`src/rtl/dsp_irq_pkg.sv`:
```
package dsp_irq_pkg;

    typedef enum logic [2:0] {
        DM_FIXED  = 3'b000,
        DM_LOWEST = 3'b001,
        DM_NMI    = 3'b100
    } dmode_e;

    localparam int DEST_W      = 8;
    localparam int VEC_W       = 8;
    localparam int PID_W       = 4;
    localparam int LID_W       = 8;
    localparam logic [DEST_W-1:0] DEST_ALL = 8'hFF;

endpackage

```
`src/rtl/dsp_target_sel.sv`:
```
module dsp_target_sel
    import dsp_irq_pkg::*;
#(
    parameter int NCPU = 16
) (
    input  logic [DEST_W-1:0]     dest,
    input  logic                  logical,
    input  logic [NCPU-1:0]       present,
    input  logic [NCPU*PID_W-1:0] phys_id,
    input  logic [NCPU*LID_W-1:0] log_id,
    output logic [NCPU-1:0]       mask
);

    logic [NCPU-1:0] phys_hit;
    logic [NCPU-1:0] log_hit;
    logic [NCPU-1:0] phys_first;

    genvar gi;
    generate
        for (gi = 0; gi < NCPU; gi++) begin : g_slot
            assign phys_hit[gi] = present[gi] &&
                (dest == {{(DEST_W-PID_W){1'b0}}, phys_id[gi*PID_W +: PID_W]});
            assign log_hit[gi]  = present[gi] &&
                ((dest & log_id[gi*LID_W +: LID_W]) != '0);
        end
    endgenerate

    // isolate lowest set bit: first matching processor wins
    assign phys_first = phys_hit & (~phys_hit + NCPU'(1));

    always_comb begin
        if (!logical) begin
            mask = (dest == DEST_ALL) ? present : phys_first;
        end else begin
            mask = (dest == '0) ? '0 : log_hit;
        end
    end

endmodule

```
`src/rtl/dsp_min_prio.sv`:
```
module dsp_min_prio #(
    parameter int NCPU   = 16,
    parameter int PRIO_W = 4
) (
    input  logic [NCPU-1:0]        cand,
    input  logic [NCPU*PRIO_W-1:0] prio,
    output logic [NCPU-1:0]        pick
);

    localparam int IDX_W = (NCPU > 1) ? $clog2(NCPU) : 1;

    logic [PRIO_W-1:0] best_p;
    logic [IDX_W-1:0]  best_i;
    logic              found;

    always_comb begin
        best_p = '0;
        best_i = '0;
        found  = 1'b0;
        for (int i = 0; i < NCPU; i++) begin
            // strict compare keeps the lower index on a tie
            if (cand[i] && (!found || prio[i*PRIO_W +: PRIO_W] < best_p)) begin
                best_p = prio[i*PRIO_W +: PRIO_W];
                best_i = IDX_W'(i);
                found  = 1'b1;
            end
        end
        pick = '0;
        if (found) begin
            pick[best_i] = 1'b1;
        end
    end

endmodule

```
`src/rtl/dsp_irq_dispatch.sv`:
```
module dsp_irq_dispatch
    import dsp_irq_pkg::*;
#(
    parameter int NCPU   = 16,
    parameter int PRIO_W = 4,
    parameter int PIN_W  = 5
) (
    input  logic                    clk,
    input  logic                    rst_n,
    input  logic                    req_valid,
    input  logic [PIN_W-1:0]        req_pin,
    input  logic [DEST_W-1:0]       req_dest,
    input  logic                    req_logical,
    input  logic [2:0]              req_dmode,
    input  logic [VEC_W-1:0]        req_vector,
    input  logic                    req_level,
    input  logic [NCPU-1:0]         cpu_present,
    input  logic [NCPU*PID_W-1:0]   cpu_phys_id,
    input  logic [NCPU*LID_W-1:0]   cpu_log_id,
    input  logic [NCPU*PRIO_W-1:0]  cpu_prio,
    input  logic [NCPU-1:0]         cpu_ready,
    output logic [NCPU-1:0]         irq_pulse,
    output logic [NCPU-1:0]         nmi_pulse,
    output logic [VEC_W-1:0]        out_vector,
    output logic                    out_level,
    output logic                    done,
    output logic                    success
);

    localparam logic [NCPU-1:0] CPU0_ONLY = NCPU'(1);

    typedef struct packed {
        logic [NCPU-1:0]  irq;
        logic [NCPU-1:0]  nmi;
        logic [VEC_W-1:0] vector;
        logic             level;
        logic             done;
        logic             success;
    } out_t;

    out_t            st_d, st_q;
    logic [NCPU-1:0] tgt_mask;
    logic [NCPU-1:0] low_pick;
    logic            pin_zero;

    dsp_target_sel #(.NCPU(NCPU)) u_sel (
        .dest    (req_dest),
        .logical (req_logical),
        .present (cpu_present),
        .phys_id (cpu_phys_id),
        .log_id  (cpu_log_id),
        .mask    (tgt_mask)
    );

    dsp_min_prio #(.NCPU(NCPU), .PRIO_W(PRIO_W)) u_pick (
        .cand (tgt_mask),
        .prio (cpu_prio),
        .pick (low_pick)
    );

    assign pin_zero = (req_pin == '0);

    always_comb begin
        logic [NCPU-1:0] sent;
        st_d = '0;
        sent = '0;
        if (req_valid) begin
            st_d.done   = 1'b1;
            st_d.vector = req_vector;
            st_d.level  = req_level;
            if (tgt_mask != '0) begin
                case (req_dmode)
                    DM_FIXED:  sent = pin_zero ? CPU0_ONLY : tgt_mask;
                    DM_LOWEST: sent = pin_zero ? CPU0_ONLY : low_pick;
                    DM_NMI:    st_d.nmi = tgt_mask;
                    default:   sent = '0;
                endcase
            end
            st_d.irq     = sent;
            st_d.success = ((sent & cpu_ready) != '0);
        end
    end

    always_ff @(posedge clk or negedge rst_n) begin
        if (!rst_n) begin
            st_q <= '0;
        end else begin
            st_q <= st_d;
        end
    end

    assign irq_pulse  = st_q.irq;
    assign nmi_pulse  = st_q.nmi;
    assign out_vector = st_q.vector;
    assign out_level  = st_q.level;
    assign done       = st_q.done;
    assign success    = st_q.success;

endmodule

```
`config.mk`:
```
export PLATFORM = sky130hd
export DESIGN_NAME = dsp_irq_dispatch
export DESIGN_NICKNAME = d
export VERILOG_FILES = /design/src/rtl/dsp_irq_pkg.sv /design/src/rtl/dsp_target_sel.sv /design/src/rtl/dsp_min_prio.sv /design/src/rtl/dsp_irq_dispatch.sv
export SDC_FILE = /design/constraint.sdc
export NUM_CORES = 1
export LEC_CHECK = 0
export BUFFER_PORTS_ARGS = -buffer_cell sky130_fd_sc_hd__buf_2
export CAP_MARGIN = 10
export CORE_ASPECT_RATIO = 0.5
export CORE_MARGIN = 5
export CORE_UTILIZATION = 52
export DETAILED_ROUTE_END_ITERATION = 12
export MAX_ROUTING_LAYER = met4
export PLACE_DENSITY = 0.95
export SLEW_MARGIN = 20
export SYNTH_ARGS = -nofsm -noshare
export SYNTH_HDL_FRONTEND = slang
export SYNTH_SLANG_ARGS = --single-unit
```
`constraint.sdc`:
```
create_clock -name clk -period 0.9 [get_ports clk]
set_input_delay 0.135 -clock clk [delete_from_list [all_inputs] [get_ports clk]]
set_output_delay 0.135 -clock clk [all_outputs]
set_load 0.1 [all_outputs]
```
==> results.txt, run 1 <==
----------------------------------------------------
[Run status]
  Status ... did not finish
  Last stage reached ... clock tree synthesis
  Error text reported by the tool ... [ERROR DPL-0038] Utilization greater than 100%, impossible to legalize

[Synthesis]
  Post-Synthesis Mean Instance Area ... 7.50 um2
  Top_reg_cell synth ... sky130_fd_sc_hd__dfrtp_1
  Largest area contributor in the netlist ... sky130_fd_sc_hd__dfrtp_1
  Part of the Yosys area used for sequential elements ... 15.1%
  Asr flop ratio synth ... 100%
  Count of yosys warnings during synthesis ... 0
  Count of flip-flops with a built-in enable after synthesis ... 0
  Number of storage elements in the synthesis netlist ... 43
  Synthesized instance count ... 952
  Area share of the largest cell type after synthesis ... 15.1%
  Cell types with the largest area share after synthesis ... sky130_fd_sc_hd__dfrtp_1, sky130_fd_sc_hd__a22oi_1, sky130_fd_sc_hd__ha_1
  Number of distinct library cells after synthesis ... 89
  Netlist Area Pre-Place ... 7140 um2
  Syn_nets ... 1,298

[Clock network]
  Post-cts repair resize count ... 200
  Buffer cell driving the clock tree root ... sky130_fd_sc_hd__clkbuf_16
  H-Tree Depth ... 2
  Clock Path Buffers ... 2
  # clock sinks ... 43
  Number of buffers added by the clock tree synthesis step ... 5
  Count of buffers added by post-CTS timing repair for setup ... 89
  Total of hold buffers inserted after clock tree synthesis ... 1

[Die]
  Starting utilization of the core area ... 52.9%
  Die Width ... 176 um
  Floorplan die height ... 92.9 um
  I/O pin count ... 360
  Std-Cell Rows ... 30

[Placed design]
  Detailed placement HPWL ... 37,300 um
  Number of buffers inserted by port buffering ... 359
  Routability congestion estimate ... 1.07
  Worst slack after detailed placement ... -21.98 ns
  Placement-stage cell area ... 12,400 um2

----------------------------------------------------
[stage by stage]
step	utilization, %	instances	hold WS [ns]
3_3_place_gp	92.1	1764	0.119
3_5_place_dp	92.1	1764	0.133
2_1_floorplan	-	952	-0.161
[cell usage after synthesis (all sizes together), types with 17 or more instances]
cell type,number
nor2,77
nand2,66
a21oi,55
a22oi,53
inv,45
dfrtp,43
xor2,41
clkbuf,35
o21ai,31
and2,29
ha,29
and3,25
xnor2,25
nand4,23
nor4,22
o21a,22
a21o,21
nor3,21
nand3,19
a31oi,18
nor2b,17
[kinds of logic after synthesis]
kind of cell / share of synthesized area [%]
muxes: 4.20
and+or+nand+nor: 25.2
DFF: 15.1
adders and majority gates: 5.50
xor gates and xnor gates: 8.09
buffers and inverters: 5.10
AOI/OAI and AO/OA: 36.8
==> inputs of run 2 (changes only) <==
- CORE_ASPECT_RATIO: 0.5 -> not set
- CORE_UTILIZATION: 52 -> 40
- MAX_ROUTING_LAYER: met4 -> not set
- PLACE_DENSITY: 0.95 -> not set
- PLACE_DENSITY_LB_ADDON: not set -> 0.15
==> results.txt, run 2 <==
----------------------------------------------------
[Run status]
  Status ... finished, violations left
  Failing checks ... negative setup slack

[Synthesis]
  Synthesized instance count ... 952
  Largest area contributor in the netlist ... sky130_fd_sc_hd__dfrtp_1
  Asr flop ratio synth ... 100%
  Netlist Area Pre-Place ... 7140 um2
  Area share of the largest cell type after synthesis ... 15.1%
  Number of storage elements in the synthesis netlist ... 43
  Count of flip-flops with a built-in enable after synthesis ... 0
  Top_reg_cell synth ... sky130_fd_sc_hd__dfrtp_1
  Post-Synthesis Mean Instance Area ... 7.50 um2
  Cell types with the largest area share after synthesis ... sky130_fd_sc_hd__dfrtp_1, sky130_fd_sc_hd__a22oi_1, sky130_fd_sc_hd__ha_1
  Syn_nets ... 1,298
  Most frequently used cell type in the post-synthesis netlist ... sky130_fd_sc_hd__nor2_1
  Cell types with the highest counts after synthesis ... sky130_fd_sc_hd__nor2_1, sky130_fd_sc_hd__nand2_1, sky130_fd_sc_hd__a21oi_1, sky130_fd_sc_hd__a22oi_1, sky130_fd_sc_hd__inv_1
  Count of yosys warnings during synthesis ... 0
  Number of distinct library cells after synthesis ... 89
  Part of the Yosys area used for sequential elements ... 15.1%

[STA]
  RSZ-0062 raised after global routing ... yes
  Final worst hold slack ... 0.0684 ns
  Fin worst setup slack ... -20.69 ns
  Tcrit/Tclk final ... 2400%
  Worst Tran Pin Value ... 1.28 ns
  Maximum achievable frequency ... 0.0463 GHz
  Worst slew slack as a fraction of its limit ... 14.0%
  Slew Limit Fails ... 0
  Setup-violating endpoint count in the final report ... 76
  Setup TNS ... -430.07 ns
  Crit path time final ... 21.59 ns
  Final hold violation count ... 0

[Setup path]
  Critical Path Start Type ... input pin
  Data required time at the worst endpoint ... 1.10 ns
  Data arrival at the endpoint of the critical path ... 21.79 ns
  Crit path kind ... in -> reg
  Sum of buffers and inverters on the critical path ... 14
  Critical path fanouts, max ... 6
  Delay of the slowest cell on the worst path ... 0.58 ns
  Logic depth of the worst path, buffers included ... 122
  Crit path max-delay family ... compound AO/OA/AOI/OAI gates
  Endpoint class of the critical path ... register
  Slowest-stage cell, CP ... sky130_fd_sc_hd__or4_4
  Crit path top cell by count ... sky130_fd_sc_hd__ha_4

[Power and ir drop]
  Clock network fraction of design power ... 9.6%
  Standby leakage power ... 0.00711 uW
  Proportion of total power due to net switching ... 44.1%
  Power share of the combinational group ... 80.9%
  Peak supply drop ... 0.00170 V
  Reg power frac ... 9.5%
  Power per unit of standard cell area ... 1430 nW/um2
  Internal power consumption ... 12,000 uW
  Power spent charging and discharging nets ... 9480 uW

[Die]
  Die Width ... 144 um
  Floorplan die height ... 144 um
  Starting utilization of the core area ... 41.0%
  I/O pin count ... 360
  Placeable Area ... 17,400 um2
  Die outline area ... 20,600 um2
  Std-Cell Rows ... 48

[Drt]
  First DRT Iteration DRCs ... 1,782
  Total wirelength of the detailed-routed design ... 48,500 um
  Vias after detailed routing ... 12.7k
  WL per Instance ... 24.4 um
  DRT antenna net count ... 0
  Number of DRC violations after detailed routing ... 0
  Detailed-routing iteration count for the pre-antenna-repair pass ... 6
  Mean number of vias per cell ... 6.38

[Global route]
  Number of antenna violations at the first check in global routing ... 4
  Total Routing Usage GR ... 37.7%
  Maximum number of pins on one net before global-route repair ... 44
  Vias in the first global route ... 12.0k
  Global-route wire length before repair ... 61,900 um
  Leftover overflow at the end of global routing ... 0

[Clock network]
  CTS tree ... done
  Clock Path Buffers ... 2
  Number of buffers added by the clock tree synthesis step ... 5
  # clock sinks ... 43
  Reg clk slew, reported paths ... 0.06 ns
  Buffer cell driving the clock tree root ... sky130_fd_sc_hd__clkbuf_16
  H-Tree Depth ... 2

[Layout]
  Share of cells above drive strength 1 ... 63.0%
  Most common cell after layout, fill and taps aside ... sky130_fd_sc_hd__buf_4
  Highest-count cells in the layout ignoring fill and taps ... sky130_fd_sc_hd__buf_4, sky130_fd_sc_hd__buf_2, sky130_fd_sc_hd__nor2_1, sky130_fd_sc_hd__nand2_1, sky130_fd_sc_hd__a22oi_1
  Final Instance Area ... 15,000 um2
  Number of nets in the layout ... 2,100
  Area growth, synth to finish ... 110%

[Hold path]
  Worst Hold Depth ... 2
  Path type of the worst min-delay path ... in -> reg

[Placed design]
  Detailed placement HPWL ... 31,000 um
  Routability congestion estimate ... 0.967
  Placement-stage cell area ... 12,700 um2
  Number of buffers inserted by port buffering ... 359

[Job]
  Max-cap viol count ... 0

----------------------------------------------------
## run 2: power by group through the flow
| stage | clock, uW | combinational (uW) | sequential, uW |
|---|---|---|---|
| after floorplan | 0 | 6340 | 2450 |
| after global placement | 0 | 12100 | 2080 |
| after detailed placement | 0 | 12400 | 2080 |
| after CTS | 2060 | 14700 | 2040 |
| after global routing | 2130 | 18100 | 2050 |
| final | 2070 | 17400 | 2040 |
## run 2: cells by family (layout without fill, tap and decap cells)
| kind of cell | after synthesis | after routing | synth area share (%) |
|---|---|---|---|
| AO/OA/AOI/OAI | 348 | 348 | 36.8 |
| AND/OR/NAND/NOR | 344 | 344 | 25.2 |
| buffers and inverters | 92 | 895 | 5.10 |
| XOR/XNOR | 66 | 66 | 8.09 |
| flip-flops | 43 | 43 | 15.1 |
| adder cells (fa/ha/maj) | 32 | 32 | 5.50 |
| multiplexers | 27 | 27 | 4.20 |
| other | 0 | 8 | 0 |
## run 2: final cells by class
cell class              count  area, um2
clock inverters             3       47.5
flip-flops and latches     43       1130
clock buffers               5        125
multi-input cells         817       6900
well taps                 225        282
diodes                      8       20.0
repair buffers            842       6320
fillers                   873       2420
inverters                  45        171
## run 2: worst paths after layout
path / start / to / slack, ns
hold / removal: req_vector[6] / out_vector[6] / 0.07
max in group asynchronous: rst_n / out_vector[4] / 0.31
min in group asynchronous: rst_n / nmi_pulse[15] / 0.36
setup / recovery: req_dest[4] / success / -20.69
## run 2: timing repair
action	in CTS	in global routing
setup buffers	95	40
hold endpoints to repair	43	0
resized for setup	142	75
gates cloned	1	0
setup endpoints to repair	76	76
hold buffers	1	0
pin swaps	95	96
## run 2: per-layer routing
| metal | GRT usage [%] | wire, um | up-vias |
|---|---|---|---|
| met4 | 21.2 | 4970 | 0 |
| met2 | 68.3 | 22300 | 1217 |
| met5 | 0 | 0 | - |
| met3 | 5.76 | 5780 | 447 |
| met1 | 41.9 | 15400 | 5739 |
| li1 | - | - | 5275 |
## run 2: metrics by stage
stage	util (%)	total power [uW]	cells	worst slack, ns
finish	86.1	21500	1988	-20.69
global route	86.1	22300	1983	-21.29
CTS	82.2	18800	1940	-18.58
detailed placement	72.8	14500	1835	-19.93
global placement	72.8	14200	1835	-19.21
floorplan	-	8790	952	-20.29
Power figures use the tool's default switching activity.
==> inputs of run 3 (changes only) <==
- CORE_ASPECT_RATIO: not set -> 1.4
==> results.txt, run 3 (synthesis results as in run 2) <==
----------------------------------------------------
[Run status]
  Status ... finished, violations left
  Failing checks ... negative setup slack

[Layout]
  Area growth, synth to finish ... 108%
  Final Instance Area ... 14,900 um2
  Highest-count cells in the layout ignoring fill and taps ... sky130_fd_sc_hd__buf_4, sky130_fd_sc_hd__buf_2, sky130_fd_sc_hd__nor2_1, sky130_fd_sc_hd__buf_6, sky130_fd_sc_hd__nand2_1
  Share of cells above drive strength 1 ... 61.8%
  Util after Layout ... 85.1%
  Number of nets in the layout ... 2,086
  Most common cell after layout, fill and taps aside ... sky130_fd_sc_hd__buf_4

[STA]
  Final worst hold slack ... 0.0633 ns
  Maximum achievable frequency ... 0.0475 GHz
  Crit path time final ... 21.07 ns
  RSZ-0062 raised after global routing ... yes
  Fin worst setup slack ... -20.17 ns
  Worst slew slack as a fraction of its limit ... 49.5%
  Slew Limit Fails ... 0
  Tcrit/Tclk final ... 2340%
  Worst Tran Pin Value ... 0.751 ns
  Setup-violating endpoint count in the final report ... 76
  Final hold violation count ... 0

[Setup path]
  Endpoint class of the critical path ... register
  Critical path fanouts, max ... 6
  Crit path kind ... in -> reg
  Delay of the slowest cell on the worst path ... 0.54 ns
  Data required time at the worst endpoint ... 1.10 ns
  Data arrival at the endpoint of the critical path ... 21.27 ns
  Slowest-stage cell, CP ... sky130_fd_sc_hd__or4_4
  Critical Path Start Type ... input pin

[Drt]
  Number of DRC violations after detailed routing ... 0
  Detailed-routing iteration count for the pre-antenna-repair pass ... 6
  DRT antenna net count ... 0
  First DRT Iteration DRCs ... 1,282
  Mean number of vias per cell ... 6.17
  Total wirelength of the detailed-routed design ... 45,100 um
  WL per Instance ... 22.8 um
  Vias after detailed routing ... 12.2k

[Die]
  Die outline area ... 20,700 um2
  Placeable Area ... 17,500 um2
  Floorplan die height ... 168 um
  I/O pin count ... 360
  Starting utilization of the core area ... 40.9%
  Die Width ... 123 um
  Std-Cell Rows ... 57

[Global route]
  Number of antenna violations at the first check in global routing ... 5
  Total Routing Usage GR ... 37.5%
  Global-route wire length before repair ... 61,700 um
  Leftover overflow at the end of global routing ... 0
  Vias in the first global route ... 12.3k
  Maximum number of pins on one net before global-route repair ... 44
  Most heavily used metal layer in global routing ... met2
  Global-route track usage on met1 ... 37.5%
  Met3 track demand over resource in global routing ... 7.28%
  Global routing usage on met2 ... 69.1%

[Clock network]
  # clock sinks ... 43
  Buffer cell driving the clock tree root ... sky130_fd_sc_hd__clkbuf_16
  H-Tree Depth ... 2
  Clock Path Buffers ... 2
  Reg clk slew, reported paths ... 0.06 ns
  Number of buffers added by the clock tree synthesis step ... 5
  CTS tree ... done

[Power and ir drop]
  Standby leakage power ... 0.00707 uW
  Power per unit of standard cell area ... 1390 nW/um2
  Peak supply drop ... 0.000833 V
  Overall power after layout ... 20,700 uW

[Placed design]
  Detailed placement HPWL ... 30,800 um
  Number of buffers inserted by port buffering ... 359
  Placement-stage cell area ... 12,700 um2
  Routability congestion estimate ... 0.993

[Job]
  Max-cap viol count ... 0

[Hold path]
  Path type of the worst min-delay path ... in -> reg

----------------------------------------------------
## run 3: cell count changes in the layout (fill, tap and decap cells not counted), sizes merged
| cell | delta |
|---|---|
| buf | -16 |
| diode | -4 |
| bufbuf | +2 |
| clkinv | -1 |
| clkinvlp | +1 |
## run 3: path summary, 6_finish.rpt
kind	to	from	slack (ns)	cells past startpoint
setup / recovery	success	req_dest[5]	-20.17	128
hold / removal	out_vector[1]	req_vector[1]	0.06	2
max in group asynchronous	nmi_pulse[14]	rst_n	0.29	3
min in group asynchronous	out_vector[5]	rst_n	0.38	3
## run 3: power breakdown
group	switching (uW)	leakage, uW	internal (uW)
Sequential	47.0	0.000521	1990
Combinational	8050	0.00647	8490
Clock	789	0.0000805	1320
## run 3: metrics by stage
stage | std cells | setup TNS (ns) | setup WS [ns]
6_report | 1981 | -419.89 | -20.17
5_1_grt | 1979 | -436.68 | -20.99
4_1_cts | 1949 | -391.51 | -18.76
2_1_floorplan | 952 | -380.25 | -20.29
3_3_place_gp | 1845 | -382.74 | -19.31
3_5_place_dp | 1845 | -396.90 | -20.13
## run 3: worst max-delay path, delay by kind of cell
family / cells / cell delay [ns]
multiplexers: 6 / 1.33
AND/OR/NAND/NOR: 38 / 5.96
buffers and inverters: 19 / 2.04
AO/OA/AOI/OAI: 50 / 8.20
adder cells (fa/ha/maj): 15 / 3.52
## run 3: repair_timing
action / in CTS / in global routing
hold endpoints to repair: 43 / 0
buffers inserted: 95 / 28
gates cloned: 3 / 0
gates resized for setup: 157 / 65
hold buffers: 1 / 0
endpoints found under the setup margin: 76 / 76
pin swaps: 108 / 58
## run 3: metal layers
metal	vias up	part of all wire (%)
li1	5247	-
met1	5617	31
met2	980	49
met3	383	10
met4	2	9.6
met5	-	0.020
## run 3: area by class of cell
cell class              count  area [um2]
repair buffers            828        6370
flip-flops and latches     43        1130
multi-input cells         817        6730
fillers                   968        2590
well taps                 236         295
clock buffers               5         125
clock inverters             3        46.3
inverters                  45         171
diodes                      4        10.0
==> inputs of run 4 (changes only) <==
- PLACE_DENSITY_LB_ADDON: 0.15 -> 0.05
==> results.txt, run 4 (synthesis results as in run 2) <==
----------------------------------------------------
[Die]
  Floorplan die height ... 168 um
  Die Width ... 123 um
  Placeable Area ... 17,500 um2
  Std-Cell Rows ... 57
  Die outline area ... 20,700 um2
  I/O pin count ... 360
  Starting utilization of the core area ... 40.9%

[Setup path]
  Slowest-stage cell, CP ... sky130_fd_sc_hd__nor4b_4
  Delay of the slowest cell on the worst path ... 0.53 ns
  Data required time at the worst endpoint ... 1.10 ns
  Critical path fanouts, max ... 10
  Critical Path Start Type ... input pin
  Crit path top cell by count ... sky130_fd_sc_hd__buf_4
  Data arrival at the endpoint of the critical path ... 21.80 ns
  Crit path kind ... in -> reg
  Endpoint class of the critical path ... register

[Power and ir drop]
  Peak supply drop ... 0.000827 V
  Power per unit of standard cell area ... 1450 nW/um2
  Standby leakage power ... 0.00710 uW

[Layout]
  Share of cells above drive strength 1 ... 62.4%
  Number of standard cells in the final layout excluding fillers ... 1,991
  Highest-count cells in the layout ignoring fill and taps ... sky130_fd_sc_hd__buf_4, sky130_fd_sc_hd__buf_2, sky130_fd_sc_hd__nor2_1, sky130_fd_sc_hd__buf_12, sky130_fd_sc_hd__nand2_1
  Number of nets in the layout ... 2,088
  Util after Layout ... 85.7%
  Most common cell after layout, fill and taps aside ... sky130_fd_sc_hd__buf_4
  Area growth, synth to finish ... 110%

[STA]
  Slew Limit Fails ... 0
  Setup-violating endpoint count in the final report ... 76
  Maximum achievable frequency ... 0.0463 GHz
  Worst Tran Pin Value ... 0.860 ns
  Final worst hold slack ... 0.0554 ns
  RSZ-0062 raised after global routing ... yes
  Fin worst setup slack ... -20.69 ns
  Tcrit/Tclk final ... 2400%
  Final hold violation count ... 0
  Worst slew slack as a fraction of its limit ... 42.5%
  Crit path time final ... 21.59 ns

[Drt]
  Vias after detailed routing ... 12.6k
  Met1 WL ... 14,700 um
  Met3 Routed Length ... 5020 um
  Highest metal layer used by the detailed router ... met5
  Detailed-routing iteration count for the pre-antenna-repair pass ... 6
  Mean number of vias per cell ... 6.34
  Total wirelength of the detailed-routed design ... 47,200 um
  First DRT Iteration DRCs ... 1,478
  WL per Instance ... 23.7 um
  Met2 wire length ... 22,900 um
  Number of DRC violations after detailed routing ... 0
  DRT antenna net count ... 0

[Global route]
  Leftover overflow at the end of global routing ... 0
  Number of antenna violations at the first check in global routing ... 11
  Maximum number of pins on one net before global-route repair ... 39
  Vias in the first global route ... 12.2k
  Global-route wire length before repair ... 61,200 um
  Total Routing Usage GR ... 37.4%

[Placed design]
  Detailed placement HPWL ... 30,500 um
  Worst slack after detailed placement ... -19.93 ns
  Instance count after placement with tap cells included ... 1,837
  Routability congestion estimate ... 0.998
  Number of buffers inserted by port buffering ... 359

[Clock network]
  Reg clk slew, reported paths ... 0.06 ns
  # clock sinks ... 43
  Buffer cell driving the clock tree root ... sky130_fd_sc_hd__clkbuf_16
  Number of buffers added by the clock tree synthesis step ... 5
  H-Tree Depth ... 2
  CTS tree ... done
  Clock Path Buffers ... 2

[Hold path]
  Path type of the worst min-delay path ... in -> reg
  Hold path start ... req_vector[5]
  Hold worst-path end ... out_vector[5]
  Worst Hold Depth ... 2

[Run status]
  Status ... finished, violations left
  Failing checks ... negative setup slack

[Job]
  Max-cap viol count ... 0

----------------------------------------------------
-- run 4: layer usage --
metal	track usage, %	up-vias
li1	-	5257
met3	6.34	434
met5	0	-
met1	38.2	5785
met2	69.2	1141
met4	23.0	4
-- run 4: through the flow --
stage	cell area, um2	power [uW]	setup TNS (ns)
CTS	14200	19300	-390.06
floorplan	7610	8790	-380.25
global route	15000	22600	-447.63
global placement	12600	14500	-382.37
detailed placement	12600	14700	-392.57
finish	15000	21700	-433.34
-- run 4: cell type report --
class	instances	area [um2]
well taps	236	295
inverters	45	171
clock inverters	2	38.8
repair buffers	830	6330
clock buffers	6	139
multi-input cells	817	6850
flip-flops and latches	43	1130
fillers	989	2490
diodes	12	30.0
-- run 4: repair_timing --
action | CTS | global route
gates cloned | 2 | 0
hold buffers | 1 | 0
pin swaps | 104 | 114
resized for setup | 124 | 105
setup buffers | 95 | 40
setup endpoints to repair | 76 | 76
hold endpoints to repair | 43 | 0
-- run 4: how the worst max path moves through the flow --
stage,startpoint,to,slack (ns)
2_1_floorplan,req_dest[4],success,-20.29
3_3_place_gp,req_dest[4],success,-19.35
3_5_place_dp,req_dest[0],success,-19.93
4_1_cts,req_dest[6],success,-18.86
5_1_grt,req_dest[2],success,-21.42
6_report,req_dest[2],success,-20.69
-- run 4: power breakdown --
group	internal, uW	switching, uW	total, uW
combinational	9050	8420	17500
sequential	2000	47.9	2040
clock	1390	765	2160
-- run 4: critical path: cells and delay by family --
| kind | cells | cell delay [ns] |
|---|---|---|
| AOI/OAI and AO/OA | 49 | 8.75 |
| and+or+nand+nor | 36 | 5.33 |
| adders and majority gates | 14 | 3.54 |
| buffers and inverters | 27 | 2.89 |
| muxes | 4 | 0.95 |
| xor gates and xnor gates | 1 | 0.14 |
